File: src/rtl/can_txmb_pkg.sv
package can_txmb_pkg;

   typedef enum logic [1:0] {
      SL_FREE  = 2'd0,
      SL_LOAD  = 2'd1,
      SL_PEND  = 2'd2,
      SL_ABORT = 2'd3
   } slot_st_e;

   typedef struct packed {
      logic [31:0] idword;
      logic [3:0]  dlc;
      logic [63:0] data;
   } rx_item_t;

   // Identifier word: bit2 extended, bit1 remote, bit0 transmit request (left 0 here).
   function automatic logic [31:0] pack_idword(input logic [28:0] id,
                                               input logic ext,
                                               input logic rtr);
      logic [31:0] w;
      if (ext) w = {id, 3'b100};
      else     w = {id[10:0], 21'd0};
      w[1] = rtr;
      return w;
   endfunction

   // Arbitration key in bus bit order; lower value wins.
   function automatic logic [31:0] arb_key(input logic [31:0] w);
      if (w[2]) return {w[31:21], 1'b1, 1'b1, w[20:3], w[1]};
      else      return {w[31:21], w[1], 1'b0, 19'd0};
   endfunction

endpackage

File: src/rtl/can_txmb_slot.sv
module can_txmb_slot
   import can_txmb_pkg::*;
#(
   parameter int TIME_W = 16
) (
   input  logic              clk,
   input  logic              rst_n,
   input  logic              load,
   input  logic [31:0]       load_idword,
   input  logic [3:0]        load_dlc,
   input  logic [63:0]       load_data,
   input  logic [TIME_W-1:0] load_deadline,
   input  logic              load_loop,
   input  logic              load_aoe,
   input  logic [TIME_W-1:0] now,
   input  logic              lec_evt,
   input  logic              done,
   input  logic              txok,
   output logic              occupied,
   output logic              pending,
   output logic              req,
   output logic              abort_req,
   output logic [31:0]       idword,
   output logic [3:0]        dlc,
   output logic [63:0]       data,
   output logic [31:0]       key,
   output logic              ev_success,
   output logic              ev_timeout,
   output logic              ev_errabort,
   output logic              ev_loop
);

   slot_st_e          st_q, st_n;
   logic [31:0]       idw_q;
   logic [3:0]        dlc_q;
   logic [63:0]       data_q;
   logic [TIME_W-1:0] dl_q;
   logic              loop_q;
   logic              aoe_q;
   logic              expired;
   logic              err_hit;

   assign expired = (dl_q < now);
   assign err_hit = lec_evt & aoe_q;

   always_comb begin
      st_n        = st_q;
      ev_success  = 1'b0;
      ev_timeout  = 1'b0;
      ev_errabort = 1'b0;
      ev_loop     = 1'b0;
      unique case (st_q)
         SL_FREE: begin
            if (load) st_n = SL_LOAD;
         end
         SL_LOAD: begin
            if (expired) begin
               st_n       = SL_FREE;
               ev_timeout = 1'b1;
            end else if (err_hit) begin
               st_n        = SL_FREE;
               ev_errabort = 1'b1;
            end else begin
               st_n = SL_PEND;
            end
         end
         SL_PEND: begin
            if (done) begin
               st_n       = SL_FREE;
               ev_success = txok;
               ev_loop    = txok & loop_q;
            end else if (expired) begin
               st_n       = SL_ABORT;
               ev_timeout = 1'b1;
            end else if (err_hit) begin
               st_n        = SL_ABORT;
               ev_errabort = 1'b1;
            end
         end
         SL_ABORT: begin
            if (done) begin
               st_n       = SL_FREE;
               ev_success = txok;
               ev_loop    = txok & loop_q;
            end
         end
         default: st_n = SL_FREE;
      endcase
   end

   always_ff @(posedge clk) begin
      if (!rst_n) st_q <= SL_FREE;
      else        st_q <= st_n;
   end

   always_ff @(posedge clk) begin
      if (!rst_n) begin
         idw_q  <= '0;
         dlc_q  <= '0;
         data_q <= '0;
         dl_q   <= '0;
         loop_q <= 1'b0;
         aoe_q  <= 1'b0;
      end else if (st_q == SL_FREE && load) begin
         idw_q  <= load_idword;
         dlc_q  <= load_dlc;
         data_q <= load_data;
         dl_q   <= load_deadline;
         loop_q <= load_loop;
         aoe_q  <= load_aoe;
      end
   end

   assign occupied  = (st_q != SL_FREE);
   assign pending   = (st_q == SL_LOAD) || (st_q == SL_PEND);
   assign req       = (st_q == SL_PEND);
   assign abort_req = (st_q == SL_ABORT);
   assign idword    = idw_q | {31'd0, req};
   assign dlc       = dlc_q;
   assign data      = data_q;
   assign key       = arb_key(idw_q);

endmodule

File: src/rtl/can_txmb_sel.sv
module can_txmb_sel #(
   parameter int NUM_MB = 3,
   parameter int SW     = 2
) (
   input  logic [NUM_MB-1:0]    occ,
   input  logic [NUM_MB-1:0]    pend,
   input  logic [NUM_MB*32-1:0] keys,
   input  logic [31:0]          cand_key,
   output logic                 free_any,
   output logic [SW-1:0]        free_idx,
   output logic                 accept
);

   always_comb begin
      free_any = 1'b0;
      free_idx = '0;
      for (int i = NUM_MB - 1; i >= 0; i--) begin
         if (!occ[i]) begin
            free_any = 1'b1;
            free_idx = SW'(i);
         end
      end
   end

   always_comb begin
      if (occ == '0) begin
         accept = 1'b1;
      end else if (&occ) begin
         accept = 1'b0;
      end else begin
         accept = 1'b1;
         for (int i = 0; i < NUM_MB; i++) begin
            if (pend[i] && !(cand_key < keys[i*32 +: 32])) accept = 1'b0;
         end
      end
   end

endmodule

File: src/rtl/can_txmb_lbq.sv
module can_txmb_lbq
   import can_txmb_pkg::*;
#(
   parameter int NUM_MB = 3,
   parameter int DEPTH  = 4
) (
   input  logic        clk,
   input  logic        rst_n,
   input  logic [NUM_MB-1:0] ev,
   input  rx_item_t    items [NUM_MB],
   output logic        lb_valid,
   output rx_item_t    lb_item
);

   localparam int PTR_W = $clog2(DEPTH);
   localparam int CW    = PTR_W + 1;

   rx_item_t         mem [DEPTH];
   logic [PTR_W-1:0] rd_q, wr_q;
   logic [CW-1:0]    cnt_q;
   logic             pop;
   int               base_i;
   int               nw;
   logic [NUM_MB-1:0] wen;
   logic [PTR_W-1:0] wpos [NUM_MB];

   always_comb begin
      pop    = (cnt_q != '0);
      base_i = int'(cnt_q) - (pop ? 1 : 0);
      nw     = 0;
      for (int k = 0; k < NUM_MB; k++) begin
         wen[k]  = 1'b0;
         wpos[k] = wr_q;
         if (ev[k] && (base_i + nw) < DEPTH) begin
            wen[k]  = 1'b1;
            wpos[k] = wr_q + PTR_W'(nw);
            nw      = nw + 1;
         end
      end
   end

   always_ff @(posedge clk) begin
      if (!rst_n) begin
         rd_q  <= '0;
         wr_q  <= '0;
         cnt_q <= '0;
      end else begin
         rd_q  <= rd_q + PTR_W'(pop);
         wr_q  <= wr_q + PTR_W'(nw);
         cnt_q <= CW'(base_i + nw);
      end
   end

   always_ff @(posedge clk) begin
      for (int k = 0; k < NUM_MB; k++) begin
         if (wen[k]) mem[wpos[k]] <= items[k];
      end
   end

   assign lb_valid = (cnt_q != '0);
   assign lb_item  = mem[rd_q];

endmodule

File: src/rtl/can_txmb_mgr.sv
module can_txmb_mgr
   import can_txmb_pkg::*;
#(
   parameter int NUM_MB   = 3,
   parameter int TIME_W   = 16,
   parameter int CNT_W    = 16,
   parameter int LB_DEPTH = 4
) (
   input  logic                    clk,
   input  logic                    rst_n,
   input  logic                    push_valid,
   input  logic [28:0]             push_id,
   input  logic                    push_ext,
   input  logic                    push_rtr,
   input  logic                    push_err,
   input  logic [3:0]              push_dlc,
   input  logic [63:0]             push_data,
   input  logic [TIME_W-1:0]       push_deadline,
   input  logic                    push_loopback,
   input  logic                    push_abort_on_err,
   output logic                    push_ack,
   output logic [((NUM_MB > 1) ? $clog2(NUM_MB) : 1)-1:0] push_slot,
   input  logic [28:0]             cand_id,
   input  logic                    cand_ext,
   input  logic                    cand_rtr,
   output logic                    can_accept,
   input  logic [TIME_W-1:0]       now,
   input  logic [2:0]              bus_lec,
   output logic                    lec_clear,
   output logic [NUM_MB-1:0]       mb_req,
   output logic [NUM_MB-1:0]       mb_abort,
   input  logic [NUM_MB-1:0]       mb_done,
   input  logic [NUM_MB-1:0]       mb_txok,
   output logic [NUM_MB*32-1:0]    mb_idword,
   output logic [NUM_MB*4-1:0]     mb_dlc,
   output logic [NUM_MB*64-1:0]    mb_data,
   output logic                    lb_valid,
   output logic [31:0]             lb_idword,
   output logic [3:0]              lb_dlc,
   output logic [63:0]             lb_data,
   output logic [CNT_W-1:0]        cnt_success,
   output logic [CNT_W-1:0]        cnt_timeout,
   output logic [CNT_W-1:0]        cnt_abort
);

   localparam int SLOT_W = (NUM_MB > 1) ? $clog2(NUM_MB) : 1;

   if (NUM_MB < 1 || NUM_MB > 8) begin : g_bad_mb
      $error("can_txmb_mgr: NUM_MB must be 1..8");
   end
   if (LB_DEPTH < NUM_MB || LB_DEPTH < 2 || (LB_DEPTH & (LB_DEPTH - 1)) != 0) begin : g_bad_depth
      $error("can_txmb_mgr: LB_DEPTH must be a power of two >= NUM_MB and >= 2");
   end
   if (TIME_W < 1 || CNT_W < 1) begin : g_bad_width
      $error("can_txmb_mgr: TIME_W and CNT_W must be positive");
   end

   logic [NUM_MB-1:0]    slot_occ;
   logic [NUM_MB-1:0]    slot_pend;
   logic [NUM_MB*32-1:0] slot_key;
   logic [NUM_MB-1:0]    ev_succ, ev_tmo, ev_err, ev_loop;
   rx_item_t             lb_items [NUM_MB];
   rx_item_t             lb_head;
   logic                 free_any;
   logic [SLOT_W-1:0]    free_idx;
   logic                 frame_ok;
   logic                 lec_evt;
   logic [31:0]          push_word;

   assign lec_evt   = (bus_lec != 3'd0);
   assign lec_clear = lec_evt;
   assign frame_ok  = !push_err && (push_dlc <= 4'd8);
   assign push_ack  = push_valid && frame_ok && free_any;
   assign push_slot = free_idx;
   assign push_word = pack_idword(push_id, push_ext, push_rtr);

   for (genvar i = 0; i < NUM_MB; i++) begin : g_slot
      logic [31:0] w;
      logic [3:0]  d;
      logic [63:0] p;
      can_txmb_slot #(.TIME_W(TIME_W)) u_slot (
         .clk           (clk),
         .rst_n         (rst_n),
         .load          (push_ack && (free_idx == SLOT_W'(i))),
         .load_idword   (push_word),
         .load_dlc      (push_dlc),
         .load_data     (push_data),
         .load_deadline (push_deadline),
         .load_loop     (push_loopback),
         .load_aoe      (push_abort_on_err),
         .now           (now),
         .lec_evt       (lec_evt),
         .done          (mb_done[i]),
         .txok          (mb_txok[i]),
         .occupied      (slot_occ[i]),
         .pending       (slot_pend[i]),
         .req           (mb_req[i]),
         .abort_req     (mb_abort[i]),
         .idword        (w),
         .dlc           (d),
         .data          (p),
         .key           (slot_key[i*32 +: 32]),
         .ev_success    (ev_succ[i]),
         .ev_timeout    (ev_tmo[i]),
         .ev_errabort   (ev_err[i]),
         .ev_loop       (ev_loop[i])
      );
      assign mb_idword[i*32 +: 32] = w;
      assign mb_dlc[i*4 +: 4]      = d;
      assign mb_data[i*64 +: 64]   = p;
      assign lb_items[i]           = '{idword: {w[31:1], 1'b0}, dlc: d, data: p};
   end

   can_txmb_sel #(.NUM_MB(NUM_MB), .SW(SLOT_W)) u_sel (
      .occ      (slot_occ),
      .pend     (slot_pend),
      .keys     (slot_key),
      .cand_key (arb_key(pack_idword(cand_id, cand_ext, cand_rtr))),
      .free_any (free_any),
      .free_idx (free_idx),
      .accept   (can_accept)
   );

   can_txmb_lbq #(.NUM_MB(NUM_MB), .DEPTH(LB_DEPTH)) u_lbq (
      .clk      (clk),
      .rst_n    (rst_n),
      .ev       (ev_loop),
      .items    (lb_items),
      .lb_valid (lb_valid),
      .lb_item  (lb_head)
   );

   assign lb_idword = lb_head.idword;
   assign lb_dlc    = lb_head.dlc;
   assign lb_data   = lb_head.data;

   int n_succ, n_tmo, n_err;
   always_comb begin
      n_succ = 0;
      n_tmo  = 0;
      n_err  = 0;
      for (int i = 0; i < NUM_MB; i++) begin
         n_succ = n_succ + (ev_succ[i] ? 1 : 0);
         n_tmo  = n_tmo  + (ev_tmo[i]  ? 1 : 0);
         n_err  = n_err  + (ev_err[i]  ? 1 : 0);
      end
   end

   always_ff @(posedge clk) begin
      if (!rst_n) begin
         cnt_success <= '0;
         cnt_timeout <= '0;
         cnt_abort   <= '0;
      end else begin
         cnt_success <= cnt_success + CNT_W'(n_succ);
         cnt_timeout <= cnt_timeout + CNT_W'(n_tmo);
         cnt_abort   <= cnt_abort + CNT_W'(n_err);
      end
   end

endmodule

File: config.mk
export PLATFORM = sky130hd
export DESIGN_NAME = can_txmb_mgr
export DESIGN_NICKNAME = d
export VERILOG_FILES = /design/src/rtl/can_txmb_pkg.sv /design/src/rtl/can_txmb_slot.sv /design/src/rtl/can_txmb_sel.sv /design/src/rtl/can_txmb_lbq.sv /design/src/rtl/can_txmb_mgr.sv
export SDC_FILE = /design/constraint.sdc
export NUM_CORES = 2
export LEC_CHECK = 0
export ABC_AREA = 1
export BUFFER_PORTS_ARGS = -buffer_cell sky130_fd_sc_hd__buf_4
export CORE_ASPECT_RATIO = 1.75
export CORE_MARGIN = 10
export CORE_UTILIZATION = 40
export DETAILED_ROUTE_END_ITERATION = 16
export GPL_ROUTABILITY_DRIVEN = 1
export PLACE_DENSITY = 0.59
export SLEW_MARGIN = 20
export SYNTH_ARGS = -nofsm -noshare
export SYNTH_HDL_FRONTEND = slang
export SYNTH_SLANG_ARGS = --single-unit
File: constraint.sdc
create_clock -name clk -period 21.9 [get_ports clk]
set_input_delay 4.38 -clock clk [delete_from_list [all_inputs] [get_ports clk]]
set_output_delay 4.38 -clock clk [all_outputs]
set_load 0.01 [all_outputs]
==> impl_metrics.ini <==
[logic_synthesis]
synth_edf_count = 396
synth_most_common_cell = nand2_1
synthCells = 5005
ys.flop_type = dfxtp_1
synth-seq-area-share_pct = 48.0
syn_area_um2 = 41900
yosys_warnings = 0
syn-num-nets = 5355
yosysUniqueCellTypes = 51
synth_seq_cells = 808
async_flop_share_pct = 0
synth_top_cell_by_area = edfxtp_1
synthTopCellsByCount = nand2_1, o21ai_0, a21oi_1, dfxtp_1, o211ai_1
synth_area_leaders = edfxtp_1, dfxtp_1, o21ai_0
synth_top_area_share_pct = 28.4
syn_area_per_cell_um2 = 8.38

[critical_path]
cp-end-kind = output pin
critPathKind = input pin to output pin
worst_path_most_repeated_cell = nand2_1
cp-start-kind = input pin
worst-path-buf-inv = 3
crit_path_max_incr_delay_ns = 0.48
path_delay_family = buffers and inverters
worstPathArrival_ns = 7.07
crit_slowest_cell = o21ai_0
critical_path.cell_chain = buf_4 > inv_1 > nand2_1 > nand2_1 > ha_1 > a21oi_1 > o21ai_0 > nand2_1 > o211ai_1 > nor2_1 > nand2_1 > nand2_1 > nand2_1 > o21ai_0 > buf_4
cp_max_fo = 35
crit_required_ns = 17.52

[timing]
rsz0062_at_grt = false
hold_viol = 0
slew_viol_final = 0
tns_ns = 0
relSlewSlack_pct = 24.3
fin_crit_sh_pct = 52.3
clock_skew_ns = 0.0344
setup_viol = 0
fmax_ghz = 0.0873
layout_min_cycle_time_ns = 11.45
worstMarginPinSlew_ns = 1.14
holdWs_ns = 0.464

[layout]
layout.cells.non_filler = 6795
area_growth_pct = 18.3
seq_area_um2 = 20100
nNetsFinal = 5722
multi_input_area_um2 = 18500
n_fill_cell = 10256
drive_gt1_share_pct = 15.6

[die]
rows = 157
core_um2 = 104000
die-area_um2 = 119000
ioPinCount = 637
die_h_um = 448
die_w_um = 265
initial_core_util_pct = 40.2

[grt]
grt_max_degree = 145
grt.overflow.total = 0
antenna_found_initial = 5
grt_pass1_vias = 37607
grtUsageTotal_pct = 26.8
grt_pass1_wl_um = 242000

[clock_network]
clk_pin_slew_ns = 0.07
cts_tree = built
htreeDepth = 3
cts_resized = 0
cts_made_buffers = 81
clockBufferDepth = 3
root_buffer = clkbuf_16
clock-sinks = 808
postCtsSetupBuffers = 0
ctsHoldBuffers = 0
clk_latency_ns = 0.69

[routing]
drc = 0
via_count = 38874
routed_wl_um = 165000
dr.pass1.iters = 6
wire_per_inst_um = 24.2
via_per_inst = 5.72
ant_nets = 0
drt-initial-drc-count = 3080

[power]
p_leak_nw = 20.7
p_per_area_nw_per_um2 = 90.6
peakVddDrop_mv = 0.0626

[placed_design]
dp_hpwl_um = 111000
port_buffers = 635
place.gp.congestion = 0.924
place_inst = 6640

[worst_hold_path]
hold_class = register to register

[outcome]
status = completed

[run]
cap_viol_max_count = 0
flip-flops by register name, summed over array words and instances (netlist names), 6 cells and up:
register and flops:
cnt_abort 16, cnt_success 16, cnt_timeout 16, g_slot.u_slot.data 192, g_slot.u_slot.dl_q 48, g_slot.u_slot.dlc 12, g_slot.u_slot.idw_q 93, g_slot.u_slot.st_q 6
u_lbq.mem 396
report_power, final:
group / internal (W) / leakage (nW) / switching (W) / total [W]
Combinational: 0.000456 / 12.4 / 0.000861 / 0.00132
Sequential: 0.00166 / 6.99 / 0.0000886 / 0.00175
Clock: 0.000802 / 1.35 / 0.000630 / 0.00143
Total: 0.00291 / 20.7 / 0.00158 / 0.00449
stage by stage:
stage | worst slack [ns] | power (W) | util (%) | cell area, um2
finish | 10.45 | 0.00449 | 47.6 | 49600
global route | 10.31 | 0.00470 | 47.6 | 49600
CTS | 10.50 | 0.00453 | 47.6 | 49600
detailed placement | 10.50 | 0.00310 | 45.0 | 46900
global placement | 10.45 | 0.00309 | 45.0 | 46900
floorplan | 4.86 | 0.00243 | - | 41900
logic make-up after synthesis:
family	count (synthesis)	share of synthesized area [%]
flip-flops	808	48.0
adder cells (fa/ha/maj)	173	5.29
buffers and inverters	776	8.13
XOR/XNOR	12	0.269
other	1	0.00894
AO/OA/AOI/OAI	1823	24.6
AND/OR/NAND/NOR	1412	13.6
layout make-up:
| cell class | count | share of cell area (%) |
|---|---|---|
| sequential | 808 | 40.6 |
| multi-input combinational | 3421 | 37.3 |
| timing repair buffer | 678 | 10.3 |
| clock buffer | 119 | 4.91 |
| tap | 1351 | 3.41 |
| inverter | 382 | 2.92 |
| clock inverter | 33 | 0.535 |
| antenna | 3 | 0.0151 |
tightest hold or removal path, stage by stage, from the launching register on:
cell and delay, ns:
dfxtp_1 0.31, nand2_1 0.06, a21oi_1 0.05
layout by cell type, fill, tap and decap left out, types with 20 or more instances in the layout:
cell and instances:
a21oi_1 444, buf_4 677, clkbuf_16 85, dfxtp_1 409, edfxtp_1 396, ha_1 166
inv_1 373, nand2_1 897, nand3_1 150, nand4_1 22, nor2_1 292, nor3_1 20
o211ai_1 398, o21ai_0 773, o21ai_1 80, o22ai_1 99
final timing paths:
| check | start | to | slack (ns) | cells after the start |
|---|---|---|---|---|
| max | cand_ext | can_accept | 10.45 | 15 |
| min | g_slot[1].u_slot.dl_q[0] | g_slot[1].u_slot.dl_q[0] | 0.46 | 2 |
| max reg2reg | g_slot[0].u_slot.st_q[0] | u_lbq.mem[3][39] | 16.50 | 13 |
| min reg2reg | g_slot[1].u_slot.dl_q[0] | g_slot[1].u_slot.dl_q[0] | 0.46 | 2 |
per-layer routing:
layer / global-route usage (%) / routed length (um) / vias to the layer above
met5: 0 / 27 / -
met4: 12.5 / 6910 / 4
met3: 6.10 / 13800 / 284
met2: 45.8 / 80000 / 1632
met1: 31.7 / 64000 / 18624
li1: - / - / 18330
Note: power is estimated with default switching activity, not from simulation.
